**config.mk**
```make
export PLATFORM = sky130hd
export DESIGN_NAME = nco_baud_gen
export DESIGN_NICKNAME = d
export VERILOG_FILES = /design/src/rtl/nco_pkg.sv /design/src/rtl/nco_inc_reg.sv /design/src/rtl/nco_phase_acc.sv /design/src/rtl/nco_toggle_out.sv /design/src/rtl/nco_baud_gen.sv
export SDC_FILE = /design/constraint.sdc
export NUM_CORES = 1
export LEC_CHECK = 0
export ABC_AREA = 1
export CAP_MARGIN = 30
export CORE_ASPECT_RATIO = 1.75
export CORE_MARGIN = 3
export CORE_UTILIZATION = 57
export DETAILED_ROUTE_END_ITERATION = 12
export GPL_TIMING_DRIVEN = 0
export HOLD_SLACK_MARGIN = 0.06
export PLACE_DENSITY_LB_ADDON = 0.2
export REMOVE_ABC_BUFFERS = 1
export SLEW_MARGIN = 40
export SYNTH_ARGS = -nofsm -noshare
export SYNTH_HDL_FRONTEND = slang
export SYNTH_HIERARCHICAL = 1
export SYNTH_SLANG_ARGS = --single-unit
```
**constraint.sdc**
```tcl
create_clock -name clk -period 2.27 [get_ports clk]
set_clock_uncertainty 0.1 [all_clocks]
set_input_delay 0.454 -clock clk [delete_from_list [all_inputs] [get_ports clk]]
set_output_delay 0.454 -clock clk [all_outputs]
set_load 0.03 [all_outputs]
```
**src/rtl/nco_pkg.sv**
```systemverilog
package nco_pkg;

    // Width of the phase register and of the step value.
    parameter int unsigned PHASE_W = 20;

    typedef logic [PHASE_W-1:0] phase_t;

    // Result of one phase step: the wrapped sum and the carry out.
    typedef struct packed {
        logic   carry;
        phase_t sum;
    } phase_step_t;

    // Adds the step to the phase and returns the sum with its carry.
    function automatic phase_step_t phase_add(input phase_t cur, input phase_t step);
        logic [PHASE_W:0] wide;
        phase_step_t      r;
        wide    = {1'b0, cur} + {1'b0, step};
        r.carry = wide[PHASE_W];
        r.sum   = wide[PHASE_W-1:0];
        return r;
    endfunction

endpackage

```
**src/rtl/nco_inc_reg.sv**
```systemverilog
module nco_inc_reg
    import nco_pkg::*;
(
    input  logic   clk,
    input  logic   rst,
    input  logic   load_i,
    input  phase_t value_i,
    output phase_t inc_o
);

    phase_t inc_q;

    always_ff @(posedge clk) begin
        if (rst) begin
            inc_q <= '0;
        end else if (load_i) begin
            inc_q <= value_i;
        end
    end

    assign inc_o = inc_q;

    // The stored step follows the strobe one edge later.
    assert_load_capture_R5: assert property (@(posedge clk) disable iff (rst)
        load_i |=> inc_q == $past(value_i));

    assert_inc_held_R5: assert property (@(posedge clk) disable iff (rst)
        !load_i |=> $stable(inc_q));

endmodule

```
**src/rtl/nco_phase_acc.sv**
```systemverilog
module nco_phase_acc
    import nco_pkg::*;
(
    input  logic   clk,
    input  logic   rst,
    input  logic   en_i,
    input  phase_t inc_i,
    output logic   carry_o,
    output phase_t acc_o
);

    phase_t      acc_q;
    phase_step_t step;

    always_comb begin
        step = phase_add(acc_q, inc_i);
    end

    always_ff @(posedge clk) begin
        if (rst || !en_i) begin
            acc_q <= '0;
        end else begin
            acc_q <= step.sum;
        end
    end

    assign carry_o = en_i & step.carry;
    assign acc_o   = acc_q;

    // When disabled, the phase register is held at zero.
    assert_hold_zero_disabled_R2: assert property (@(posedge clk) disable iff (rst)
        !en_i |=> acc_q == '0);

    // When enabled, the phase advances by the step, wrapping at 2^20.
    assert_advance_by_step_R3: assert property (@(posedge clk) disable iff (rst)
        en_i |=> acc_q == phase_t'($past(acc_q) + $past(inc_i)));

    // A zero step never produces a carry.
    assert_zero_step_no_carry_R6: assert property (@(posedge clk) disable iff (rst)
        (inc_i == '0) |-> !carry_o);

endmodule

```
**src/rtl/nco_toggle_out.sv**
```systemverilog
module nco_toggle_out (
    input  logic clk,
    input  logic rst,
    input  logic en_i,
    input  logic carry_i,
    output logic out_o
);

    logic out_q;

    always_ff @(posedge clk) begin
        if (rst || !en_i) begin
            out_q <= 1'b0;
        end else if (carry_i) begin
            out_q <= ~out_q;
        end
    end

    assign out_o = out_q;

    // When disabled, the output is low.
    assert_out_low_disabled_R2: assert property (@(posedge clk) disable iff (rst)
        !en_i |=> !out_q);

    // An enabled carry flips the output.
    assert_toggle_on_carry_R4: assert property (@(posedge clk) disable iff (rst)
        (en_i && carry_i) |=> out_q != $past(out_q));

    // An enabled edge without a carry keeps the output level.
    assert_steady_without_carry_R4: assert property (@(posedge clk) disable iff (rst)
        (en_i && !carry_i) |=> $stable(out_q));

endmodule

```
**src/rtl/nco_baud_gen.sv**
```systemverilog
module nco_baud_gen
    import nco_pkg::*;
(
    input  logic              clk,
    input  logic              rst,
    input  logic              en,
    input  logic [PHASE_W-1:0] inc_value,
    input  logic              inc_load,
    output logic              clk_out
);

    phase_t inc_cur;
    phase_t acc_cur;
    logic   wrap;

    nco_inc_reg u_inc (
        .clk     (clk),
        .rst     (rst),
        .load_i  (inc_load),
        .value_i (inc_value),
        .inc_o   (inc_cur)
    );

    nco_phase_acc u_acc (
        .clk     (clk),
        .rst     (rst),
        .en_i    (en),
        .inc_i   (inc_cur),
        .carry_o (wrap),
        .acc_o   (acc_cur)
    );

    nco_toggle_out u_out (
        .clk     (clk),
        .rst     (rst),
        .en_i    (en),
        .carry_i (wrap),
        .out_o   (clk_out)
    );

    // A load does not reset the phase register: it still advances by the old step.
    assert_load_keeps_phase_R5: assert property (@(posedge clk) disable iff (rst)
        (inc_load && en) |=> acc_cur == phase_t'($past(acc_cur) + $past(inc_cur)));

    // The reset state is zero phase and a low output.
    assert_reset_state_R1: assert property (@(posedge clk)
        rst |=> (acc_cur == '0) && (inc_cur == '0) && !clk_out);

endmodule

```
# Word-level counts from Yosys, hierarchy flattened
# Cells that the tools add are included.
[totals]
romBits = 0
ram_bits = 0
out_inout_bits = 1
latchBits = 0
register_bits = 41
wordCells = 8
input_bits = 24
n_memories = 0
[op_classes]
eq_ne = 0
n_mux = 0
order_cmp = 0
mul = 0
n_reduce_logical = 2
shifts = 0
bitwise_logic = 2
n_div = 0
n_addsub = 1
[op_table]
columns = ["op", "n"]
rows = [
  ["20-bit by 20-bit adder with 21-bit output", 1],
  ["1-bit bitwise AND", 1],
  ["1-bit logical NOT", 1],
  ["1-bit logical OR", 1],
  ["1-bit NOT", 1],
]

# Longest topological paths before layout
[depth]
word_depth = 2
mapped_depth = 15
ltp_nobuf = 15

# Modules after synthesis
# Netlist, hierarchy kept.
[by_module_without_submodules]
columns = ["module", "seq_area_each_um2", "cells_each", "area_per_inst_um2", "n_inst"]
rows = [
  ["nco_phase_acc", 400.4, 282, 1746.7, 1],
  ["nco_inc_reg", 400.4, 127, 834.6, 1],
  ["nco_toggle_out", 20.0, 9, 52.6, 1],
]

# Worst setup path before layout
# No wires, ideal clock.
[synth_timing]
path_kind = "register -> register"
start = "register u_inc.inc_q[0], in the netlist u_inc/inc_o[0]"
end = "register u_out.out_q, in the netlist u_out/out_o"
required_ns = 2.060
synth_period_minus_slack_ns = 1.772
stages_incl_launch_ff = 13
slack_ns = 0.498
t_arrival_ns = 1.562
n_path_buf = 0
setup_ns = 0.110
cell_sequence = "dfxtp_1 > ha_1 > fa_1 > nand3_1 > nand3_1 > nand4_1 > nand3_1 > nand2_1 > inv_1 > inv_1 > nand2_1 > nand2_1 > nor2_2"
[synth_between]
elab_chain_len = 2
[synth_rtl]
columns = ["element", "line_no", "rtl"]
rows = [
  ["start: declaration", "nco_inc_reg.sv:11", "phase_t inc_q;"],
  ["start signal: assignment", "nco_inc_reg.sv:17", "inc_q <= value_i;"],
  ["20-bit by 20-bit adder with 21-bit output", "nco_pkg.sv:18", "wide = {1'b0, cur} + {1'b0, step};"],
  ["1-bit bitwise AND", "nco_phase_acc.sv:27", "assign carry_o = en_i & step.carry;"],
  ["via wrap", "nco_baud_gen.sv:14", "logic wrap;"],
  ["end signal: assignment", "nco_toggle_out.sv:15", "out_q <= ~out_q;"],
  ["end: declaration", "nco_toggle_out.sv:9", "logic out_q;"],
]
# The timed path passes the listed nets, and every way through them passes these cells.
# A chain may end at the register's enable or synchronous reset.

# Worst setup path after layout
[layout_timing]
start = "register u_inc.inc_q[0], in the netlist u_inc/inc_o[0]"
end = "register u_acc.acc_q[12], in the netlist u_acc/acc_o[12]"
[layout_between]
elab_chain_len = 1
[layout_rtl]
columns = ["element", "line_no", "rtl"]
rows = [
  ["20-bit by 20-bit adder with 21-bit output", "nco_pkg.sv:18", ""],
  ["end signal: assignment", "nco_phase_acc.sv:23", "acc_q <= step.sum;"],
  ["end: declaration", "nco_phase_acc.sv:12", "phase_t acc_q;"],
]
# No other way between the ends.

==> results.toml <==
[setup_path]
crit_slowest_cell = "fa_1"
path_cells = "ha_1 > fa_1 > nand3_1 > nand3_1 > nand2_1 > nand3_2 > nand2_1 > nand2_1 > nand2_1 > nand2_1 > nor2_1"
rr_worst_depth = 11
reg2reg_slack_ns = 0.20
worstSetupStartpointType = "flop"
cp-end-kind = "flop"
cp_slowest_stage_delay_ns = 0.45
cp_max_fo = 5
worstPathRequired_ns = 2.40
reg2reg_to = "u_acc/acc_o[12]"
r2r-start = "u_inc/inc_o[0]"
path_common_cell = "nand2_1"
cp.arrival_ns = 2.20
path_class = "flop to flop"

[sta]
period_needed_ns = 2.07
hold_violations = 0
period_share_pct = 91.3
rsz0062_at_grt = "no"
tns_ns = 0
tightest_slew_ns = 0.694
fmax_mhz = 482
drv_slew = 0
final.setup.worst_slack_ns = 0.197
slew_headroom_pct = 53.7
setup_viol = 0

[global_routing]
first_global_vias = 2345
busiest_layer = "met2"
track_usage_pct = 22.2
grt_max_degree = 41
met3_usage_pct = 3.09
grt_antenna_before_repair = 0
grt_pass1_wl_mm = 9.66
use_met1_pct = 22.3
grtUsageMet2_pct = 43.6
overflow = 0

[logic_synthesis]
yosysSeqAreaShare_pct = 31.2
ys_seq_elements = 41
yosysTopAreaCellShare_pct = 31.2
synth_top_area_cell = "dfxtp_1"
synth_cell_types = 23
synth.area.top_cells = "dfxtp_1, nand2_1, nor2_1"
synth_area_per_cell_um2 = 6.30
syn_area_um2 = 2630
synth_cells = 418
yosys_warnings = 6

[power]
pwr-share-comb_pct = 18.4
power.share.sequential_pct = 50.5
intPower_w = 0.00112
pwr-share-clk_pct = 31.1
swShare_pct = 27.5
p_leak_nw = 1.62
max-vdd-ir-drop_uv = 347
finalPower_w = 0.00155
powerDensity_nw_per_um2 = 523
switchingPower_w = 0.000425

[min_path]
hold_depth = 2
holdPathEnd = "u_inc/inc_o[19]"
min_from = "u_inc/inc_o[19]"
hold_class = "flop to flop"

[detailed_routing]
viasPerCell = 5.08
first_pass_iters = 4
routed_wirelength_mm = 5.65
drtAntennaViolNets = 0
drc = 0
drt_iter0_markers = 97
vias = 2506
wl_per_cell_um = 11.5

[placement]
place_area_um2 = 2870
gp_congestion = 0.880
dp_hpwl_mm = 4.43
dpl.cell_count = 486
port_buffers = 24
dp_slack_ns = -0.0114

[final_layout]
layout-drive-gt1-share_pct = 5.66
final_cell_mix = "nand2_1, nor2_1, inv_1"
antenna_cells = 0
fin_nets = 487
final_common_cell = "nand2_1"
final_area_um2 = 2960
stdcell_count = 493
area_growth_pct = 12.2

[cts]
clock-sinks = 41
htree_levels = 2
clk_latency_ns = 0.29
postCtsSetupBuffers = 0
cts_buffers = 5
cts_hold_buf = 0
root_buffer = "clkbuf_8"
cts.clk_slew.worst_paths_ns = 0.08
cts-resized-gates = 0
cts_buffer_depth = 2
cts_tree = "done"

[run]
cap_violations = 0

[die]
core_um2 = 4440
dieWidth_um = 57.4
initial_core_util_pct = 59.3
die_h_um = 95.9
io_pins = 25
dieArea_um2 = 5500
row_count = 32

[status]
status = "finished clean"
[power by group through the flow]
stage               Sequential (W)  Clock, W  Combinational (W)
global placement          0.000796         0           0.000277
detailed placement        0.000798         0           0.000284
CTS                       0.000781  0.000497           0.000285
floorplan                 0.000793         0           0.000192
global route              0.000785  0.000517           0.000328
finish                    0.000781  0.000480           0.000285
[Yosys cell counts]
cell / instances
fa_1: 1
o21ai_0: 10
buf_6: 5
o21bai_1: 2
nor3_1: 2
nand2_1: 128
nand2_2: 6
a21oi_1: 30
nand3_1: 15
ha_1: 20
nand4_1: 2
nor2_2: 5
inv_1: 67
and2_4: 1
nor3_2: 1
o21a_1: 2
nor2_1: 71
nand3_2: 4
xnor2_1: 1
nor4_1: 1
buf_2: 2
dfxtp_1: 41
nand3b_1: 1
[layout make-up]
type / count / area (um2)
multi-input cells: 303 / 1500
fillers: 446 / 1490
flip-flops and latches: 41 / 821
inverters: 67 / 251
repair buffers: 24 / 235
clock buffers: 7 / 86.3
well taps: 51 / 63.8
[layer usage]
metal | vias to the layer above | share of wire [%]
li1 | 1330 | -
met1 | 1125 | 40
met2 | 39 | 54
met3 | 12 | 2.4
met4 | 0 | 2.8
met5 | - | 0
[cell families (layout without fill, tap and decap cells)]
logic type	after synthesis	count (layout)	share of synthesized area, %
compound gates	44	44	8.74
flops	41	41	31.2
buf+inv	74	98	12.1
fa+ha+maj	21	21	10.3
simple gates	237	237	37.4
xor+xnor	1	1	0.333
[critical path, delay by kind of cell (launching register included)]
| family | cells | cell delay (ns) |
|---|---|---|
| adders and majority gates | 2 | 0.69 |
| DFF | 1 | 0.32 |
| and+or+nand+nor | 9 | 0.89 |
[state kept, by name (all words and copies together) (netlist names)]
register     flops
u_out/out_o      1
u_acc/acc_o     20
u_inc/inc_o     20
[worst max path at each step]
stage	startpoint	endpoint	slack (ns)	depth (start not counted)
2_1_floorplan	u_inc/inc_o[0]	u_out/out_o	0.50	12
3_3_place_gp	en	u_acc/acc_o[10]	-0.46	6
3_5_place_dp	en	u_acc/acc_o[10]	-0.01	6
4_1_cts	u_inc/inc_o[0]	u_acc/acc_o[12]	0.20	11
5_1_grt	u_inc/inc_o[0]	u_out/out_o	0.09	12
6_report	u_inc/inc_o[0]	u_acc/acc_o[12]	0.20	11
[through the flow]
stage / utilization [%] / hold WS (ns)
after detailed placement: 64.6 / 0.371
after global routing: 66.5 / 0.401
final: 66.5 / 0.381
after floorplan: - / 0.354
after CTS: 66.5 / 0.382
after global placement: 64.6 / 0.365
(Power assumes the default switching activity.)
